--- src/rtl/cs_pkg.sv ---
package cs_pkg;
  typedef logic [7:0] cs_byte_t;
  localparam int unsigned CS_LEN_W = 8;
endpackage

--- src/rtl/cs_sync.sv ---
module cs_sync #(
  parameter int unsigned WIDTH  = 3,
  parameter int unsigned STAGES = 2
) (
  input  logic             clk,
  input  logic             rst_n,
  input  logic [WIDTH-1:0] async_i,
  output logic [WIDTH-1:0] sync_o
);
  logic [STAGES-1:0][WIDTH-1:0] stage_q;

  for (genvar s = 0; s < STAGES; s++) begin : g_stage
    if (s == 0) begin : g_first
      always_ff @(posedge clk or negedge rst_n) begin
        if (!rst_n) stage_q[s] <= '0;
        else        stage_q[s] <= async_i;
      end
    end else begin : g_rest
      always_ff @(posedge clk or negedge rst_n) begin
        if (!rst_n) stage_q[s] <= '0;
        else        stage_q[s] <= stage_q[s-1];
      end
    end
  end

  assign sync_o = stage_q[STAGES-1];
endmodule

--- src/rtl/cs_mirror.sv ---
module cs_mirror
  import cs_pkg::*;
#(
  parameter int unsigned DEPTH = 32,
  localparam int unsigned LW   = $clog2(DEPTH + 1)
) (
  input  logic                  clk,
  input  logic                  rst_n,
  input  logic                  clr_i,
  input  logic                  shift_i,
  input  logic                  bit_i,
  input  logic [LW-1:0]         len_i,
  output cs_byte_t [DEPTH-1:0]  mem_o
);
  cs_byte_t [DEPTH-1:0] mem_q;
  cs_byte_t [DEPTH-1:0] mem_d;
  logic     [DEPTH-1:0] byte_en;

  for (genvar i = 0; i < DEPTH; i++) begin : g_byte
    logic carry_in;
    if (i == 0) begin : g_head
      assign carry_in = bit_i;
    end else begin : g_link
      assign carry_in = mem_q[i-1][7];
    end

    assign byte_en[i] = clr_i || (shift_i && (LW'(i) < len_i));

    always_comb begin
      if (clr_i) mem_d[i] = '0;
      else       mem_d[i] = {mem_q[i][6:0], carry_in};
    end

    always_ff @(posedge clk or negedge rst_n) begin
      if (!rst_n)          mem_q[i] <= '0;
      else if (byte_en[i]) mem_q[i] <= mem_d[i];
    end
  end

  assign mem_o = mem_q;
endmodule

--- src/rtl/cs_snapshot.sv ---
module cs_snapshot
  import cs_pkg::*;
#(
  parameter int unsigned DEPTH = 32,
  localparam int unsigned IW   = (DEPTH > 1) ? $clog2(DEPTH) : 1
) (
  input  logic                  clk,
  input  logic                  rst_n,
  input  logic                  clr_i,
  input  logic                  copy_i,
  input  cs_byte_t [DEPTH-1:0]  mirror_i,
  input  logic [CS_LEN_W-1:0]   rd_idx_i,
  output cs_byte_t              rd_data_o
);
  cs_byte_t [DEPTH-1:0] snap_q;
  cs_byte_t [DEPTH-1:0] snap_d;
  logic                 snap_en;
  cs_byte_t             rd_d;
  logic                 idx_ok;

  assign snap_en = clr_i || copy_i;

  always_comb begin
    if (clr_i) snap_d = '0;
    else       snap_d = mirror_i;
  end

  always_ff @(posedge clk or negedge rst_n) begin
    if (!rst_n)       snap_q <= '0;
    else if (snap_en) snap_q <= snap_d;
  end

  assign idx_ok = (32'(rd_idx_i) < DEPTH);

  always_comb begin
    if (idx_ok) rd_d = snap_q[rd_idx_i[IW-1:0]];
    else        rd_d = '0;
  end

  always_ff @(posedge clk or negedge rst_n) begin
    if (!rst_n) rd_data_o <= '0;
    else        rd_data_o <= rd_d;
  end
endmodule

--- src/rtl/chain_snoop.sv ---
module chain_snoop
  import cs_pkg::*;
#(
  parameter int unsigned DEPTH       = 32,
  parameter int unsigned SYNC_STAGES = 2,
  localparam int unsigned LW         = $clog2(DEPTH + 1)
) (
  input  logic       clk,
  input  logic       rst_n,
  input  logic       bus_clk_i,
  input  logic       bus_dat_i,
  input  logic       bus_stb_i,
  input  logic       len_we_i,
  input  logic [7:0] len_i,
  input  logic       clr_i,
  input  logic [7:0] rd_idx_i,
  output logic [7:0] rd_data_o
);
  logic [2:0]            pins_s;
  logic                  bclk_s, bdat_s, bstb_s;
  logic                  bclk_prev_q;
  logic                  bus_rise;
  logic                  shift_en;
  logic                  copy_en;
  logic                  chg_q, chg_d;
  logic [CS_LEN_W-1:0]   len_q;
  logic [LW-1:0]         len_eff;
  cs_byte_t [DEPTH-1:0]  mirror;

  cs_sync #(.WIDTH(3), .STAGES(SYNC_STAGES)) u_sync (
    .clk     (clk),
    .rst_n   (rst_n),
    .async_i ({bus_stb_i, bus_dat_i, bus_clk_i}),
    .sync_o  (pins_s)
  );

  assign bclk_s = pins_s[0];
  assign bdat_s = pins_s[1];
  assign bstb_s = pins_s[2];

  always_ff @(posedge clk or negedge rst_n) begin
    if (!rst_n) bclk_prev_q <= 1'b0;
    else        bclk_prev_q <= bclk_s;
  end

  always_ff @(posedge clk or negedge rst_n) begin
    if (!rst_n)        len_q <= '0;
    else if (len_we_i) len_q <= len_i;
  end

  always_comb begin
    if (32'(len_q) > DEPTH) len_eff = LW'(DEPTH);
    else                    len_eff = LW'(len_q);
  end

  assign bus_rise = bclk_s && !bclk_prev_q;
  assign shift_en = bus_rise && (len_eff != '0) && !clr_i;
  assign copy_en  = bstb_s && chg_q && !clr_i;

  always_comb begin
    chg_d = chg_q;
    if (clr_i)         chg_d = 1'b0;
    else if (shift_en) chg_d = 1'b1;
    else if (copy_en)  chg_d = 1'b0;
  end

  always_ff @(posedge clk or negedge rst_n) begin
    if (!rst_n) chg_q <= 1'b0;
    else        chg_q <= chg_d;
  end

  cs_mirror #(.DEPTH(DEPTH)) u_mirror (
    .clk     (clk),
    .rst_n   (rst_n),
    .clr_i   (clr_i),
    .shift_i (shift_en),
    .bit_i   (bdat_s),
    .len_i   (len_eff),
    .mem_o   (mirror)
  );

  cs_snapshot #(.DEPTH(DEPTH)) u_snap (
    .clk       (clk),
    .rst_n     (rst_n),
    .clr_i     (clr_i),
    .copy_i    (copy_en),
    .mirror_i  (mirror),
    .rd_idx_i  (rd_idx_i),
    .rd_data_o (rd_data_o)
  );
endmodule

--- config.mk ---
export PLATFORM = sky130hd
export DESIGN_NAME = chain_snoop
export DESIGN_NICKNAME = d
export VERILOG_FILES = /design/src/rtl/cs_pkg.sv /design/src/rtl/cs_sync.sv /design/src/rtl/cs_mirror.sv /design/src/rtl/cs_snapshot.sv /design/src/rtl/chain_snoop.sv
export SDC_FILE = /design/constraint.sdc
export NUM_CORES = 1
export LEC_CHECK = 0
export BUFFER_PORTS_ARGS = -buffer_cell sky130_fd_sc_hd__buf_4
export CAP_MARGIN = 20
export CORE_MARGIN = 2
export CORE_UTILIZATION = 53
export DETAILED_ROUTE_END_ITERATION = 8
export MAX_ROUTING_LAYER = met4
export PLACE_DENSITY = 0.79
export REMOVE_ABC_BUFFERS = 1
export SLEW_MARGIN = 5
export SYNTH_ARGS = -nofsm -noshare
export SYNTH_HDL_FRONTEND = slang
export SYNTH_SLANG_ARGS = --single-unit
--- constraint.sdc ---
create_clock -name clk -period 1.8 [get_ports clk]
set_input_delay 0.36 -clock clk [delete_from_list [all_inputs] [get_ports clk]]
set_output_delay 0.36 -clock clk [all_outputs]
set_load 0.05 [all_outputs]
# Word level (Yosys, flattened, before mapping)
# Index checks and enable logic that the tools add are counted.
[classes] order_cmp=35 muxes=40 reduce_logical=74
[ops] operator="8-bit two-way mux" n=34
[ops] operator="256-bit two-way mux" n=1
[ops] operator="5-bit by 6-bit < comparator with 1-bit output, first input constant" n=16
[ops] operator="4-bit by 6-bit < comparator with 1-bit output, first input constant" n=8
[ops] operator="8-bit binary-select mux with 5-bit select" n=1
[ops] operator="1-bit logical AND" n=37
[ops] operator="1-bit logical OR" n=33
[ops] operator="3-bit by 6-bit < comparator with 1-bit output, first input constant" n=4
[ops] operator="1-bit by 6-bit < comparator with 1-bit output, first input constant" n=2
[ops] operator="2-bit by 6-bit < comparator with 1-bit output, first input constant" n=2
[ops] operator="8-bit by 6-bit > comparator with 1-bit output, second input constant" n=1
[ops] operator="8-bit by 6-bit < comparator with 1-bit output, second input constant" n=1
[ops] operator="5-bit by 6-bit < comparator with 1-bit output, second input constant" n=1
[ops] operator="6-bit two-way mux" n=1
[ops] operator="6-bit nonzero test" n=1
[ops] operator="1-bit two-way mux" n=3
[ops] operator="3-bit nonzero test" n=1
[ops] operator="1-bit zero test" n=2
[totals] register_bits=536 out_inout_bits=8 elab_cells=219

# Logic depth before layout (Yosys ltp)
[logic_depth] word_depth=7 mapped_depth=8

# Cells and area by module
# From an unflattened synthesis, not the netlist that was laid out.
[hier_totals] cells_unflattened=2095 area_unflattened_um2=24347.1
[modules_own_cells] module="cs_snapshot" n_inst=1 cells_each=995 area_each_um2=12635.9 seq_area_each_um2=6606.3
[modules_own_cells] module="cs_mirror" n_inst=1 cells_each=1058 area_each_um2=11078.1 seq_area_each_um2=6406.1
[modules_own_cells] module="chain_snoop" n_inst=1 cells_each=33 area_each_um2=460.4 seq_area_each_um2=250.2
[modules_own_cells] module="cs_sync" n_inst=1 cells_each=9 area_each_um2=172.7 seq_area_each_um2=150.1

# Least setup slack after synthesis
# OpenSTA, ideal clock, no wires.
[synth_path] path_kind="input port to flip-flop" startpoint="in rd_idx_i[1]" endpoint="reg u_snap.rd_data_o[4]" arrival_time_ns=1.901 required_time_ns=1.663 slack_ns=-0.238 cell_stages=6 path_cell_list="buf_4 buf_4 buf_2 mux4_2 a221oi_1 a21oi_1"
[synth_via] elab_chain_len=3 word_cells_on_any_way=4
[synth_lines] item="start, declared" line_no="chain_snoop.sv:16" rtl="input logic [7:0] rd_idx_i,"
[synth_lines] item="8-bit binary-select mux with 5-bit select" line_no="cs_snapshot.sv:36" rtl="if (idx_ok) rd_d = snap_q[rd_idx_i[IW-1:0]];"
[synth_lines] item="8-bit two-way mux (not written as such)" line_no="cs_snapshot.sv:36"
[synth_lines] item="8-bit two-way mux (*)" line_no="cs_snapshot.sv:36"
[synth_lines] item="net u_snap.rd_d[4]" line_no="cs_snapshot.sv:18" rtl="cs_byte_t rd_d;"
[synth_lines] item="end signal, assigned" line_no="cs_snapshot.sv:42" rtl="else rd_data_o <= rd_d;"
[synth_lines] item="end, declared" line_no="cs_snapshot.sv:13" rtl="output cs_byte_t rd_data_o"
# Mark *: on every way through the listed nets, which the timed path passes. The rest lies on a longest branch. The select of a mux whose other input is x is not followed.
# A chain may end at the register's enable or synchronous reset.

# Worst setup path after layout
[layout_path] startpoint="reg len_q[4]" endpoint="reg u_mirror.mem_q, in the netlist u_mirror.mem_o[14]"
[layout_via] elab_chain_len=7 word_cells_on_any_way=8
[layout_lines] item="start, declared" line_no="chain_snoop.sv:26" rtl="logic [CS_LEN_W-1:0] len_q;"
[layout_lines] item="start signal, assigned" line_no="chain_snoop.sv:48" rtl="else if (len_we_i) len_q <= len_i;"
[layout_lines] item="8-bit by 6-bit > comparator with 1-bit output" line_no="chain_snoop.sv:52" rtl="if (32'(len_q) > DEPTH) len_eff = LW'(DEPTH);"
[layout_lines] item="6-bit two-way mux (*)" line_no="chain_snoop.sv:52"
[layout_lines] item="parallel branches: the longest is 3 deep, another holds 1-bit by 6-bit < comparator with 1-bit output"
[layout_lines] item="1-bit logical AND (*)" line_no="cs_mirror.sv:27" rtl="assign byte_en[i] = clr_i || (shift_i && (LW'(i) < len_i));"
[layout_lines] item="1-bit logical OR (*)" line_no="cs_mirror.sv:27"
[layout_lines] item="end signal, assigned by index" line_no="cs_mirror.sv:36" rtl="else if (byte_en[i]) mem_q[i] <= mem_d[i];"
[layout_lines] item="end, declared" line_no="cs_mirror.sv:15" rtl="cs_byte_t [DEPTH-1:0] mem_q;"
# Mark *: on every way between the ends.

==> impl_metrics.py <==
metrics = {
    "synth": {
        "synth_top_family_by_area": "multiplexers",
        "synth_cell_types": 41,
        "ys_seq_elements": 536,
        "synth_area_sq_um": 23400,
        "synth_edf_count": 0,
        "synth_top_cells_by_count": "608 x nand2_1, 536 x dfrtp_1, 280 x a21oi_1, 210 x mux2i_1, 205 x nor2_1",
        "synth_top_cell_by_area": "dfrtp_1",
        "synth.most_common_cell": "nand2_1",
        "ys.flop_type": "dfrtp_1",
        "yosys_warnings": 0,
        "async_reset_ff_frac": 1.00,
        "synthTopCellsByArea": "dfrtp_1 57%, nand2_1 9.8%, mux2i_1 9.0%, mux4_2 6.2%, a21oi_1 6.0%",
        "yosysSeqAreaShare": 0.573,
        "yosys.area_share.simple": 0.150,
        "yosysTopAreaCellShare": 0.573,
        "synth-compound-area-share": 0.0915,
        "synth-xor-area-share": 0,
        "synth_mux_area_frac": 0.158,
        "syn_inst": 2257,
        "avgSynthCellArea_sq_um": 10.4,
        "synth_adder_area_share": 0,
    },
    "global_route": {
        "grt_use_met1": 0.373,
        "grt-ovfl-total": 0,
        "busiest_layer": "met2",
        "grt_pass1_wl_mm": 95.0,
        "antenna_found_initial": 1,
        "use_met2": 0.399,
        "track_usage": 0.267,
        "grt_pass1_vias": 17100,
        "grt_start_max_net_pins": 99,
        "grt_util_met3": 0.0494,
    },
    "placement": {
        "placed_area_sq_um": 25300,
        "place_hpwl_mm": 39.2,
        "io_buffers": 30,
        "routabilityCongestion": 0.956,
    },
    "route": {
        "routedWlPerCell_um": 19.9,
        "drc": 0,
        "vias": 17300,
        "drtIter0Drc": 1868,
        "firstDrtPassIters": 6,
        "ant_nets": 0,
        "routed_via_density": 5.87,
        "wirelength_mm": 58.8,
    },
    "outcome": {
        "violations": "negative setup slack",
        "status": "complete, but fails checks",
    },
    "power": {
        "internal_power_mw": 19.6,
        "max-vdd-ir-drop_uv": 688,
        "p_switching_mw": 5.90,
        "combinationalPowerShare": 0.071,
        "p_seq_frac": 0.475,
        "power.density_nw_per_um2": 930,
        "p_leak_nw": 12.0,
        "pwr-share-clk": 0.454,
        "sw_frac_of_total": 0.231,
    },
    "critical_path": {
        "path_cells": "or4_4 > buf_6 > o41ai_4 > buf_12 > mux2i_2 > nor2_1",
        "critPathMaxFanout": 8,
        "path_class": "flip-flop to flip-flop",
        "crit_buf_inv": 2,
        "worstPathArrival_ns": 2.42,
        "cp_slowest_cell": "or4_4",
        "r2r_start": "len_q[4]$_DFFE_PN0P_",
        "worstPathRequired_ns": 2.29,
        "path_delay_family": "simple AND/OR/NAND/NOR gates",
        "start_kind": "flip-flop",
        "cp-end-kind": "flip-flop",
        "cpPeakStageDelay_ns": 0.55,
        "cp-startpoint": "len_q[4]$_DFFE_PN0P_",
    },
    "clocking": {
        "path_clk_slew_ns": 0.06,
        "cts.sinks": 536,
        "htreeDepth": 2,
        "ctsLongestPathBuffers": 3,
        "cts_tree": "built",
        "cts_root_buf": "clkbuf_16",
        "clk_latency_ns": 0.62,
        "cts-buffers-inserted": 52,
    },
    "floorplan": {
        "rows": 76,
        "core_area_sq_um": 43400,
        "dieHeight_um": 214,
        "die_area_sq_um": 45800,
        "ios": 31,
        "initial_utilization": 0.539,
        "die_width_um": 214,
    },
    "timing": {
        "finalHoldViolCount": 0,
        "max_freq_mhz": 518,
        "fin_crit_ns": 1.93,
        "finalSetupTns_ns": -2.82,
        "drv_slew": 0,
        "skew_ns": 0.0270,
        "grt_setup_unrepaired": "true",
        "setup_viol": 59,
        "setup_slack_ns": -0.131,
        "tightest_slew_ns": 0.639,
        "period_share": 1.07,
        "max-slew-margin-rel": 0.573,
    },
    "layout": {
        "diodes": 0,
        "drive_gt1_frac": 0.160,
        "nets": 2348,
        "utilization": 0.633,
        "fin_area_sq_um": 27500,
        "area_growth_pct": 17.4,
    },
    "hold_path": {
        "holdCritStartpoint": "rd_idx_i[4]",
        "hp-class": "input pin to flip-flop",
    },
    "run": {
        "max_cap_violations": 0,
    },
}
power by group through the flow:
stage | sequential [mW] | clock (mW) | combinational, mW
2_1_floorplan | 12.4 | 0 | 0.539
3_3_place_gp | 12.3 | 0 | 1.67
3_5_place_dp | 12.3 | 0 | 1.70
4_1_cts | 12.1 | 11.7 | 1.76
5_1_grt | 12.1 | 12.2 | 1.95
6_report | 12.1 | 11.6 | 1.82
logic make-up after synthesis:
| logic type | count (synthesis) |
|---|---|
| simple gates | 884 |
| flops | 536 |
| buf+inv | 161 |
| compound gates | 389 |
| mux | 287 |
layer usage:
layer | share of wire | vias up
li1 | - | 7736
met1 | 0.41 | 8770
met2 | 0.47 | 712
met3 | 0.084 | 112
met4 | 0.033 | 0
met5 | 0 | -
area by class of cell:
| class | count | area [sq um] |
|---|---|---|
| Multi-Input combinational cell | 1560 | 9480 |
| Fill cell | 3260 | 15900 |
| Clock inverter | 18 | 280 |
| Inverter | 2 | 7.51 |
| Tap cell | 585 | 732 |
| Sequential cell | 536 | 13400 |
| Clock buffer | 79 | 1560 |
| Timing Repair Buffer | 173 | 1980 |
repair_timing:
| item | 4_1_cts | 5_1_grt |
|---|---|---|
| setup buffers | 1 | 8 |
| endpoints found under the hold margin | 301 | 0 |
| cloned | 1 | 1 |
| setup endpoints to repair | 85 | 169 |
| pin swaps | 9 | 13 |
| gates resized for setup | 27 | 36 |
| hold buffers | 8 | 0 |
state kept, by name, indices dropped and copies added (netlist names):
name              cells
u_mirror.mem_o      256
len_q                 8
u_snap.snap_q       256
u_sync.stage_q        3
u_snap.rd_data_o      8
chg_q                 1
u_sync.sync_o         3
bclk_prev_q           1
metrics by stage:
stage	worst slack, ns	instances	total power, mW	hold WS [ns]
floorplan	-3.18	2098	12.9	0.0644
finish	-0.131	2953	25.5	0.0472
detailed placement	-0.297	2837	14.0	0.246
global route	-0.209	2953	26.3	0.0283
global placement	-0.265	2837	14.0	0.245
CTS	-0.110	2944	25.6	0.00975
layout by cell type, fill, tap and decap left out, types with 7 or more instances in the layout:
| master | instances |
|---|---|
| a21oi_1 | 280 |
| a21oi_2 | 11 |
| a221o_1 | 8 |
| buf_12 | 49 |
| buf_4 | 105 |
| buf_6 | 7 |
| clkbuf_1 | 11 |
| clkbuf_16 | 52 |
| clkbuf_8 | 16 |
| clkinv_2 | 8 |
| dfrtp_1 | 533 |
| dlygate4sd3_1 | 8 |
| mux2_2 | 13 |
| mux2i_1 | 207 |
| mux4_2 | 64 |
| nand2_1 | 598 |
| nand2_2 | 8 |
| nand2b_1 | 49 |
| nor2_1 | 204 |
| o21ai_0 | 38 |
| o21ai_1 | 15 |
path summary, 6_finish.rpt:
check | end | slack (ns) | cells after the start
worst max-delay path | u_mirror.mem_o[14]$_DFFE_PN0P_ | -0.13 | 6
worst min-delay path | u_snap.rd_data_o[5]$_DFF_PN0_ | 0.05 | 2
worst max register to register | u_mirror.mem_o[14]$_DFFE_PN0P_ | -0.13 | 6
worst min register to register | u_sync.sync_o[2]$_DFF_PN0_ | 0.36 | 0
max in group asynchronous | u_mirror.mem_o[35]$_DFFE_PN0P_ | 0.81 | 4
min in group asynchronous | u_snap.snap_q[140]$_DFFE_PN0P_ | 0.21 | 2
No activity file was read; power rests on OpenSTA's default activity.
